File: src/rtl/updown_timer_pkg.sv
package updown_timer_pkg;

  // Divider counter width: the largest ratio is 1024.
  localparam int DIV_W = 10;

  typedef enum logic [2:0] {
    A_COUNT  = 3'd0,
    A_PERIOD = 3'd1,
    A_SET    = 3'd2,
    A_CLEAR  = 3'd3,
    A_CMD    = 3'd4,
    A_PRESC  = 3'd5,
    A_FLAG   = 3'd6,
    A_CFG    = 3'd7
  } reg_addr_e;

  typedef enum logic [1:0] {
    CMD_NONE  = 2'd0,
    CMD_START = 2'd1,
    CMD_STOP  = 2'd2,
    CMD_RSVD  = 2'd3
  } cmd_e;

  // Terminal value of the divider (ratio minus one) for each select code.
  function automatic logic [DIV_W-1:0] presc_limit(input logic [2:0] sel);
    logic [DIV_W-1:0] lim;
    case (sel)
      3'd0:    lim = DIV_W'(0);
      3'd1:    lim = DIV_W'(1);
      3'd2:    lim = DIV_W'(3);
      3'd3:    lim = DIV_W'(7);
      3'd4:    lim = DIV_W'(63);
      3'd5:    lim = DIV_W'(255);
      default: lim = DIV_W'(1023);
    endcase
    return lim;
  endfunction

endpackage

File: src/rtl/tick_prescaler.sv
module tick_prescaler
  import updown_timer_pkg::*;
(
  input  logic       clk,
  input  logic       rst_n,
  input  logic       en_i,
  input  logic [2:0] sel_i,
  output logic       tick_o
);

  logic [DIV_W-1:0] div_q;
  logic [DIV_W-1:0] limit;

  assign limit  = presc_limit(sel_i);
  assign tick_o = en_i && (div_q >= limit);

  always_ff @(posedge clk or negedge rst_n) begin
    if (!rst_n)       div_q <= '0;
    else if (!en_i)   div_q <= '0;
    else if (tick_o)  div_q <= '0;
    else              div_q <= div_q + 1'b1;
  end


  tick_gap_chk: assert property (@(posedge clk) disable iff (!rst_n)
    (tick_o && sel_i != 3'd0) |=> (!tick_o || sel_i == 3'd0));

endmodule

File: src/rtl/timer_regs.sv
module timer_regs
  import updown_timer_pkg::*;
#(
  parameter int WIDTH = 16
)(
  input  logic             clk,
  input  logic             rst_n,
  input  logic             wr_en,
  input  logic [2:0]       wr_addr,
  input  logic [WIDTH-1:0] wr_data,
  output logic [WIDTH-1:0] period_o,
  output logic             dir_down_o,
  output logic             oneshot_o,
  output logic [2:0]       sel_o,
  output logic             enable_o,
  output logic             evt_stop_en_o,
  output logic             cnt_wr_o,
  output logic             start_o,
  output logic             stop_cmd_o,
  output logic             flag_clr_o
);

  logic hit_set, hit_clr, hit_cmd;

  assign hit_set    = wr_en && (wr_addr == A_SET);
  assign hit_clr    = wr_en && (wr_addr == A_CLEAR);
  assign hit_cmd    = wr_en && (wr_addr == A_CMD);
  assign cnt_wr_o   = wr_en && (wr_addr == A_COUNT);
  assign start_o    = hit_cmd && (wr_data[1:0] == CMD_START);
  assign stop_cmd_o = hit_cmd && (wr_data[1:0] == CMD_STOP);
  assign flag_clr_o = wr_en && (wr_addr == A_FLAG) && wr_data[0];

  always_ff @(posedge clk or negedge rst_n) begin
    if (!rst_n) begin
      period_o      <= '1;
      dir_down_o    <= 1'b0;
      oneshot_o     <= 1'b0;
      sel_o         <= 3'd0;
      enable_o      <= 1'b0;
      evt_stop_en_o <= 1'b0;
    end else begin
      if (wr_en && wr_addr == A_PERIOD) period_o <= wr_data;
      if (hit_set && wr_data[0]) dir_down_o <= 1'b1;
      else if (hit_clr && wr_data[0]) dir_down_o <= 1'b0;
      if (hit_set && wr_data[1]) oneshot_o <= 1'b1;
      else if (hit_clr && wr_data[1]) oneshot_o <= 1'b0;
      if (wr_en && wr_addr == A_PRESC) sel_o <= wr_data[2:0];
      if (wr_en && wr_addr == A_CFG) begin
        enable_o      <= wr_data[0];
        evt_stop_en_o <= wr_data[1];
      end
    end
  end


  dir_set_chk: assert property (@(posedge clk) disable iff (!rst_n)
    (hit_set && wr_data[0]) |=> dir_down_o);

endmodule

File: src/rtl/updown_count_core.sv
module updown_count_core #(
  parameter int WIDTH = 16
)(
  input  logic             clk,
  input  logic             rst_n,
  input  logic             tick_i,
  input  logic             enable_i,
  input  logic             dir_down_i,
  input  logic             oneshot_i,
  input  logic [WIDTH-1:0] period_i,
  input  logic             cnt_wr_i,
  input  logic [WIDTH-1:0] cnt_data_i,
  input  logic             start_i,
  input  logic             stop_i,
  output logic [WIDTH-1:0] count_o,
  output logic             run_o,
  output logic             wrap_o
);

  logic [WIDTH-1:0] count_q;
  logic             stopped_q, halted_q;
  logic             step_en, at_match;

  function automatic logic boundary(input logic [WIDTH-1:0] cnt,
                                    input logic [WIDTH-1:0] per,
                                    input logic down);
    return down ? (cnt == '0) : (cnt == per);
  endfunction

  function automatic logic [WIDTH-1:0] advance(input logic [WIDTH-1:0] cnt,
                                               input logic [WIDTH-1:0] per,
                                               input logic down);
    logic [WIDTH-1:0] nxt;
    if (down) nxt = (cnt == '0) ? per : cnt - 1'b1;
    else      nxt = (cnt == per) ? '0 : cnt + 1'b1;
    return nxt;
  endfunction

  assign run_o    = !stopped_q && !halted_q;
  assign step_en  = enable_i && tick_i && run_o && !stop_i && !cnt_wr_i;
  assign at_match = boundary(count_q, period_i, dir_down_i);
  assign wrap_o   = step_en && at_match;
  assign count_o  = count_q;

  always_ff @(posedge clk or negedge rst_n) begin
    if (!rst_n)        count_q <= '0;
    else if (cnt_wr_i) count_q <= cnt_data_i;
    else if (step_en)  count_q <= advance(count_q, period_i, dir_down_i);
  end

  always_ff @(posedge clk or negedge rst_n) begin
    if (!rst_n) begin
      stopped_q <= 1'b0;
      halted_q  <= 1'b0;
    end else begin
      if (stop_i)       stopped_q <= 1'b1;
      else if (start_i) stopped_q <= 1'b0;
      if (start_i || cnt_wr_i)       halted_q <= 1'b0;
      else if (wrap_o && oneshot_i)  halted_q <= 1'b1;
    end
  end


  up_clear_chk: assert property (@(posedge clk) disable iff (!rst_n)
    (wrap_o && !dir_down_i) |=> (count_q == '0));


  down_reload_chk: assert property (@(posedge clk) disable iff (!rst_n)
    (wrap_o && dir_down_i) |=> (count_q == $past(period_i)));


  write_priority_chk: assert property (@(posedge clk) disable iff (!rst_n)
    cnt_wr_i |=> (count_q == $past(cnt_data_i)));


  stop_freeze_chk: assert property (@(posedge clk) disable iff (!rst_n)
    (stop_i && !cnt_wr_i) |=> $stable(count_q));


  halt_hold_chk: assert property (@(posedge clk) disable iff (!rst_n)
    (halted_q && !cnt_wr_i && !start_i) |=> $stable(count_q));

endmodule

File: src/rtl/ovf_tracker.sv
module ovf_tracker (
  input  logic clk,
  input  logic rst_n,
  input  logic wrap_i,
  input  logic clr_i,
  output logic flag_o,
  output logic pulse_o
);

  always_ff @(posedge clk or negedge rst_n) begin
    if (!rst_n) begin
      flag_o  <= 1'b0;
      pulse_o <= 1'b0;
    end else begin
      pulse_o <= wrap_i;
      if (wrap_i)     flag_o <= 1'b1;
      else if (clr_i) flag_o <= 1'b0;
    end
  end


  pulse_flag_chk: assert property (@(posedge clk) disable iff (!rst_n)
    pulse_o |-> flag_o);


  flag_sticky_chk: assert property (@(posedge clk) disable iff (!rst_n)
    (flag_o && !clr_i) |=> flag_o);

endmodule

File: src/rtl/updown_timer.sv
module updown_timer
  import updown_timer_pkg::*;
#(
  parameter int WIDTH = 16
)(
  input  logic             clk,
  input  logic             rst_n,
  input  logic             wr_en,
  input  logic [2:0]       wr_addr,
  input  logic [WIDTH-1:0] wr_data,
  input  logic             evt_i,
  output logic [WIDTH-1:0] count_o,
  output logic             ovf_flag_o,
  output logic             ovf_pulse_o,
  output logic             run_o
);

  logic [WIDTH-1:0] period;
  logic [2:0]       sel;
  logic dir_down, oneshot, enable, evt_stop_en;
  logic cnt_wr, start_cmd, stop_cmd, flag_clr;
  logic tick, stop_now, wrap;

  timer_regs #(.WIDTH(WIDTH)) u_regs (
    .clk(clk), .rst_n(rst_n), .wr_en(wr_en), .wr_addr(wr_addr),
    .wr_data(wr_data), .period_o(period), .dir_down_o(dir_down),
    .oneshot_o(oneshot), .sel_o(sel), .enable_o(enable),
    .evt_stop_en_o(evt_stop_en), .cnt_wr_o(cnt_wr), .start_o(start_cmd),
    .stop_cmd_o(stop_cmd), .flag_clr_o(flag_clr)
  );

  tick_prescaler u_presc (
    .clk(clk), .rst_n(rst_n), .en_i(enable), .sel_i(sel), .tick_o(tick)
  );

  assign stop_now = stop_cmd || (evt_i && evt_stop_en);

  updown_count_core #(.WIDTH(WIDTH)) u_core (
    .clk(clk), .rst_n(rst_n), .tick_i(tick), .enable_i(enable),
    .dir_down_i(dir_down), .oneshot_i(oneshot), .period_i(period),
    .cnt_wr_i(cnt_wr), .cnt_data_i(wr_data), .start_i(start_cmd),
    .stop_i(stop_now), .count_o(count_o), .run_o(run_o), .wrap_o(wrap)
  );

  ovf_tracker u_ovf (
    .clk(clk), .rst_n(rst_n), .wrap_i(wrap), .clr_i(flag_clr),
    .flag_o(ovf_flag_o), .pulse_o(ovf_pulse_o)
  );


  disabled_hold_chk: assert property (@(posedge clk) disable iff (!rst_n)
    (!enable && !cnt_wr) |=> $stable(count_o));

endmodule

File: config.mk
export PLATFORM = sky130hd
export DESIGN_NAME = updown_timer
export DESIGN_NICKNAME = d
export VERILOG_FILES = /design/src/rtl/updown_timer_pkg.sv /design/src/rtl/tick_prescaler.sv /design/src/rtl/timer_regs.sv /design/src/rtl/updown_count_core.sv /design/src/rtl/ovf_tracker.sv /design/src/rtl/updown_timer.sv
export SDC_FILE = /design/constraint.sdc
export NUM_CORES = 1
export LEC_CHECK = 0
export BUFFER_PORTS_ARGS = -buffer_cell sky130_fd_sc_hd__buf_2
export CORE_UTILIZATION = 35
export DETAILED_ROUTE_END_ITERATION = 8
export REMOVE_ABC_BUFFERS = 1
export SLEW_MARGIN = 10
export SYNTH_ARGS = -nofsm -noshare
export SYNTH_HDL_FRONTEND = slang
export SYNTH_SLANG_ARGS = --single-unit
File: constraint.sdc
create_clock -name clk -period 7.6 [get_ports clk]
set_input_delay 1.14 -clock clk [delete_from_list [all_inputs] [get_ports clk]]
set_output_delay 1.14 -clock clk [all_outputs]
set_load 0.01 [all_outputs]
==> flow_summary.ini, run 1 <==
[global_routing]
overflow = 0
antenna_found_initial = 0
grt_util_all_layers_pct = 17.91
grt_max_degree = 54
grt_pass1_vias = 3228
grt_pass1_wl_um = 15900

[clock_tree]
cts_tree = built
cts_made_buffers = 5
cts_hold_buffers = 0
clk_pin_slew_ps = 120
clock_latency_ps = 330
ctsResizeCount = 0
cts_setup_buffers = 0
clock_path_buffers = 2
h-tree-depth = 2
root_buffer = clkbuf_8
clock_sinks = 53

[critical_path]
endpoint_kind = flop
critical_path_class = input pin to flop
rr_startpoint = u_regs.sel_o[1]
crit_start = wr_addr[2]
worstPathRequired_ps = 7880
regToRegEndpoint = u_core.count_o[0]
worstPathArrival_ps = 3160
path_max_fanout = 21
rr_worst_depth = 11
start_kind = input pin
regToRegSetupSlack_ps = 4750
critPathCapture = u_ovf.flag_o

[synth]
synthesis.area_sq_um = 3714
synthArstFlopShare_pct = 100.0
synth_ff_type = dfrtp_1
synth_seq_cells = 53
synth_top_area_share_pct = 24.93
synthTopCellsByArea = dfrtp_1, dfstp_2, xnor2_1, ha_1, mux2_2
synth_cell_types = 59
syn_avg_cell_area_sq_um = 8.884
synth_largest_area_cell = dfrtp_1
yosysSeqAreaShare_pct = 36.25
synth_edf_count = 0
yosysWarningCount = 0
synthCells = 418

[power]
switching_share_pct = 42.64
p_clk_share_pct = 15.8
sequentialPowerShare_pct = 43.7
power.density_nw_per_um2 = 276.2
combPwrFrac_pct = 40.5
intPower_mw = 0.6503
p_sw_mw = 0.4834
report.power.total_mw = 1.134
leakage_nw = 1.674
vdd_ir_drop_max_v = 0.00009593

[floorplan]
ios = 42
fp.coreArea_sq_um = 10320
dieHeight_um = 105.0
num_rows = 37
start_util_pct = 35.97
dieWidth_um = 105.0
die_area_sq_um = 11030

[finish]
antenna_cells = 0
seqCellArea_sq_um = 1346
multiInputGateArea_sq_um = 2195
fin_util_pct = 39.76
mostFrequentLayoutCell = buf_2
num-fill-cells = 1054
final_cell_mix = buf_2, nor2_1, dfrtp_1
layout-drive-gt1-share_pct = 22.52
nNetsFinal = 483
area_delta_synth_final_pct = 10.55

[job]
max_cap_viol_count = 0

[status]
outcome = finished clean

[sta]
finalClockSkew_ps = 16.34
tns_ps = 0
post-route-period-util_pct = 37.91
final_max_slew_viol_count = 0
period_needed_ps = 2881
finalHoldWorstSlack_ps = 523.4
tightest_slew_ps = 1104
slew_headroom_pct = 26.01
setup_viol = 0
fmax_mhz = 347.0
hold_viol = 0
rsz0062_at_grt = false

[placement]
port_buffers = 41
dp_hpwl_um = 6584
gp_congestion = 0.8652

[route]
drc_errors = 0
avgViaCountPerCell = 5.390
wl_per_cell_um = 16.03
drt-pass1-iter-count = 5
drt_wl_total_um = 9296
drt_iter0_markers = 174
detail-route-antenna-nets = 0
vias = 3126

[min_path]
min_path_type = flop to flop
## per-stage QoR
| step | std cells | area (sq um) | setup slack, ps |
|---|---|---|---|
| 2_1_floorplan | 391 | 3592 | 4770 |
| 3_3_place_gp | 572 | 4003 | 4424 |
| 3_5_place_dp | 572 | 4003 | 4361 |
| 4_1_cts | 580 | 4105 | 4702 |
| 5_1_grt | 580 | 4105 | 4503 |
| 6_report | 580 | 4105 | 4719 |
## sequential cells by signal, indices dropped and copies added (netlist names), 3 cells and up
signal           count
u_core.count_o      16
u_presc.div_q       10
u_regs.period_o     16
u_regs.sel_o         3
## power by group through the flow
stage                     clock, mW  sequential, mW  combinational (mW)
final                         0.179           0.496               0.459
after detailed placement          0           0.500               0.458
after floorplan                   0           0.479               0.325
after global placement            0           0.499               0.450
after global routing          0.193           0.511               0.515
after CTS                     0.184           0.495               0.461
## layer usage
metal | share of wire [%] | up-vias | global-route usage (%)
li1 | - | 1536 | -
met1 | 46 | 1528 | 23.36
met2 | 50 | 54 | 30.46
met3 | 3.1 | 8 | 2.620
met4 | 0.99 | 0 | 5.533
met5 | 0 | - | 0
## final cells by class
cell class	count	area share (%)
clock buffer	5	1.676
clock inverter	3	0.8229
inverter	15	1.372
multi-input combinational	323	53.46
sequential	53	32.79
tap	136	4.145
timing repair buffer	45	5.730
## worst min-delay path by stage
stage,startpoint,cells after the start,slack [ps],end
after CTS,u_regs.evt_stop_en_o,2,530,u_core.stopped_q
final,u_regs.evt_stop_en_o,2,520,u_core.stopped_q
after floorplan,u_regs.evt_stop_en_o,2,470,u_core.stopped_q
after detailed placement,u_regs.evt_stop_en_o,2,500,u_core.stopped_q
after global routing,u_regs.evt_stop_en_o,2,560,u_core.stopped_q
after global placement,u_regs.evt_stop_en_o,2,490,u_regs.evt_stop_en_o
## cells by family (layout without fill, tap and decap cells)
group | count (synthesis) | after routing | share of synthesized area, %
compound gates | 84 | 84 | 14.69
flops | 53 | 53 | 36.25
simple gates | 157 | 157 | 22.00
fa+ha+maj | 17 | 17 | 5.728
buf+inv | 42 | 68 | 4.784
xor+xnor | 46 | 46 | 10.85
mux | 19 | 19 | 5.694
## synthesized netlist by cell type, drive strengths merged (4+ instances only)
| library cell | instances |
|---|---|
| nor4 | 7 |
| xnor2 | 34 |
| a31oi | 6 |
| nor2 | 39 |
| nand3 | 30 |
| ha | 17 |
| o31ai | 4 |
| nand2 | 35 |
| o21ai | 25 |
| clkbuf | 21 |
| a21oi | 18 |
| dfrtp | 37 |
| nor3 | 9 |
| or3 | 4 |
| a211oi | 5 |
| nand2b | 4 |
| inv | 15 |
| mux2 | 17 |
| xor2 | 12 |
| nand4 | 12 |
| and3 | 5 |
| buf | 6 |
| dfstp | 16 |
## worst max-delay path: stages
cell      delay, ps
buf_2           130
nand2b_1        260
or3_1           640
nand2_1          90
o21ba_2         560
and3_1          240
nand2b_1        100
Power figures use the tool's default switching activity.
==> run 2: changes to the inputs <==
==> constraint.sdc (replaced) <==
create_clock -name clk -period 2.9 [get_ports clk]
set_input_delay 0.435 -clock clk [delete_from_list [all_inputs] [get_ports clk]]
set_output_delay 0.435 -clock clk [all_outputs]
set_load 0.01 [all_outputs]
==> flow_summary.ini, run 2 (same netlist as run 1, synthesis figures left out) <==
[critical_path]
cpMaxStageDelayCell = dfrtp_1
endpoint_kind = flop
worstPathArrival_ps = 2930
worstPathRequired_ps = 3120
critical_path_class = flop to flop
path_buf_inv = 2
path_max_fanout = 13
cp_top_family = compound AO/OA/AOI/OAI gates
cpPeakStageDelay_ps = 410
path_cells = inv_1 > ha_1 > a311o_1 > ha_1 > nand2b_1 > a21oi_1 > o31ai_2 > o21ai_0 > buf_4 > o31a_1 > a22o_1
crit_top_cell = ha_1
start_kind = flop

[route]
drt-pass1-iter-count = 4
avgViaCountPerCell = 5.424
detail-route-antenna-nets = 0
drt_wl_total_um = 9592
wl_per_cell_um = 16.29
drt_iter0_markers = 119
vias = 3195
drc_errors = 0

[status]
outcome = finished clean

[sta]
setup_viol = 0
fmax_mhz = 368.7
tightest_slew_ps = 761.9
post-route-period-util_pct = 93.51
layout_setup_ws_ps = 188.1
tns_ps = 0
final_max_slew_viol_count = 0
slew_headroom_pct = 48.78
rsz0062_at_grt = false
hold_viol = 0
finalClockSkew_ps = 13.84
period_needed_ps = 2712

[global_routing]
grt_pass1_vias = 3173
antenna_found_initial = 0
grt_max_degree = 54
grt_util_all_layers_pct = 18.42
overflow = 0
grt_pass1_wl_um = 16260

[clock_tree]
cts_setup_buffers = 0
clock_sinks = 53
cts_tree = built
clock_latency_ps = 320
clk_pin_slew_ps = 120
h-tree-depth = 2
clock_path_buffers = 2
root_buffer = clkbuf_8
cts_made_buffers = 5

[finish]
layout-drive-gt1-share_pct = 24.28
nNetsFinal = 492
fin_area_sq_um = 4192
mostFrequentLayoutCell = buf_2
fin_util_pct = 40.60
antenna_cells = 0
area_delta_synth_final_pct = 12.87
final_cell_mix = buf_2, nor2_1, dfrtp_1

[power]
leakage_nw = 1.726
vdd_ir_drop_max_v = 0.0002514
power.density_nw_per_um2 = 726.0
report.power.total_mw = 3.043

[floorplan]
fp.coreArea_sq_um = 10320
num_rows = 37
start_util_pct = 35.97
die_area_sq_um = 11030
ios = 42
dieHeight_um = 105.0
dieWidth_um = 105.0

[placement]
placed_area_sq_um = 4083
gp_congestion = 0.8347
port_buffers = 41
dp_hpwl_um = 6869
pre_cts_slack_ps = 96.78

[job]
max_cap_viol_count = 0

[min_path]
min_path_type = input pin to async pin
[run 2: cell types whose count changed in the layout (fill, tap and decap cells not counted), sizes merged]
cell	before	now
buf	45	54
clkinv	3	1
inv	15	17
[run 2: metrics by stage]
stage	std cells	hold WS, ps
after floorplan	391	139.4
after global placement	581	452.3
after detailed placement	581	455.6
after CTS	589	98.02
after global routing	589	100.5
final	589	77.39
[run 2: layer usage]
layer | global-route usage (%) | share of wire [%]
met5 | 0 | 0
met2 | 31.50 | 49
met1 | 24.09 | 45
met4 | 4.930 | 1.3
met3 | 2.870 | 4.4
[run 2: cell type report]
class,instances,area [sq um]
Fill cell,1053,6132
Timing Repair Buffer,54,315.3
Inverter,15,56.30
Clock buffer,5,68.82
Sequential cell,53,1346
Multi-Input combinational cell,323,2206
Tap cell,136,170.2
Clock inverter,3,28.78
[run 2: what timing repair did]
item	CTS	global route
endpoints found under the setup margin	0	18
resized for setup	0	2
hold buffers	0	0
[run 2: where the power goes]
part,internal [mW],total [mW],switching [mW]
Sequential,0.939,1.28,0.339
Combinational,0.627,1.30,0.671
Clock,0.182,0.467,0.286
[run 2: path summary, 6_finish.rpt]
kind	depth (start not counted)	startpoint	slack, ps	endpoint
max in group asynchronous	2	rst_n	2500	u_regs.period_o[6]
worst max register to register	11	u_regs.sel_o[1]	190	u_core.count_o[0]
worst max-delay path	11	u_regs.sel_o[1]	190	u_core.count_o[0]
min in group clk	3	wr_data[7]	330	u_core.count_o[7]
worst min-delay path	2	rst_n	80	u_presc.div_q[7]
worst min register to register	1	u_presc.div_q[0]	530	u_presc.div_q[0]
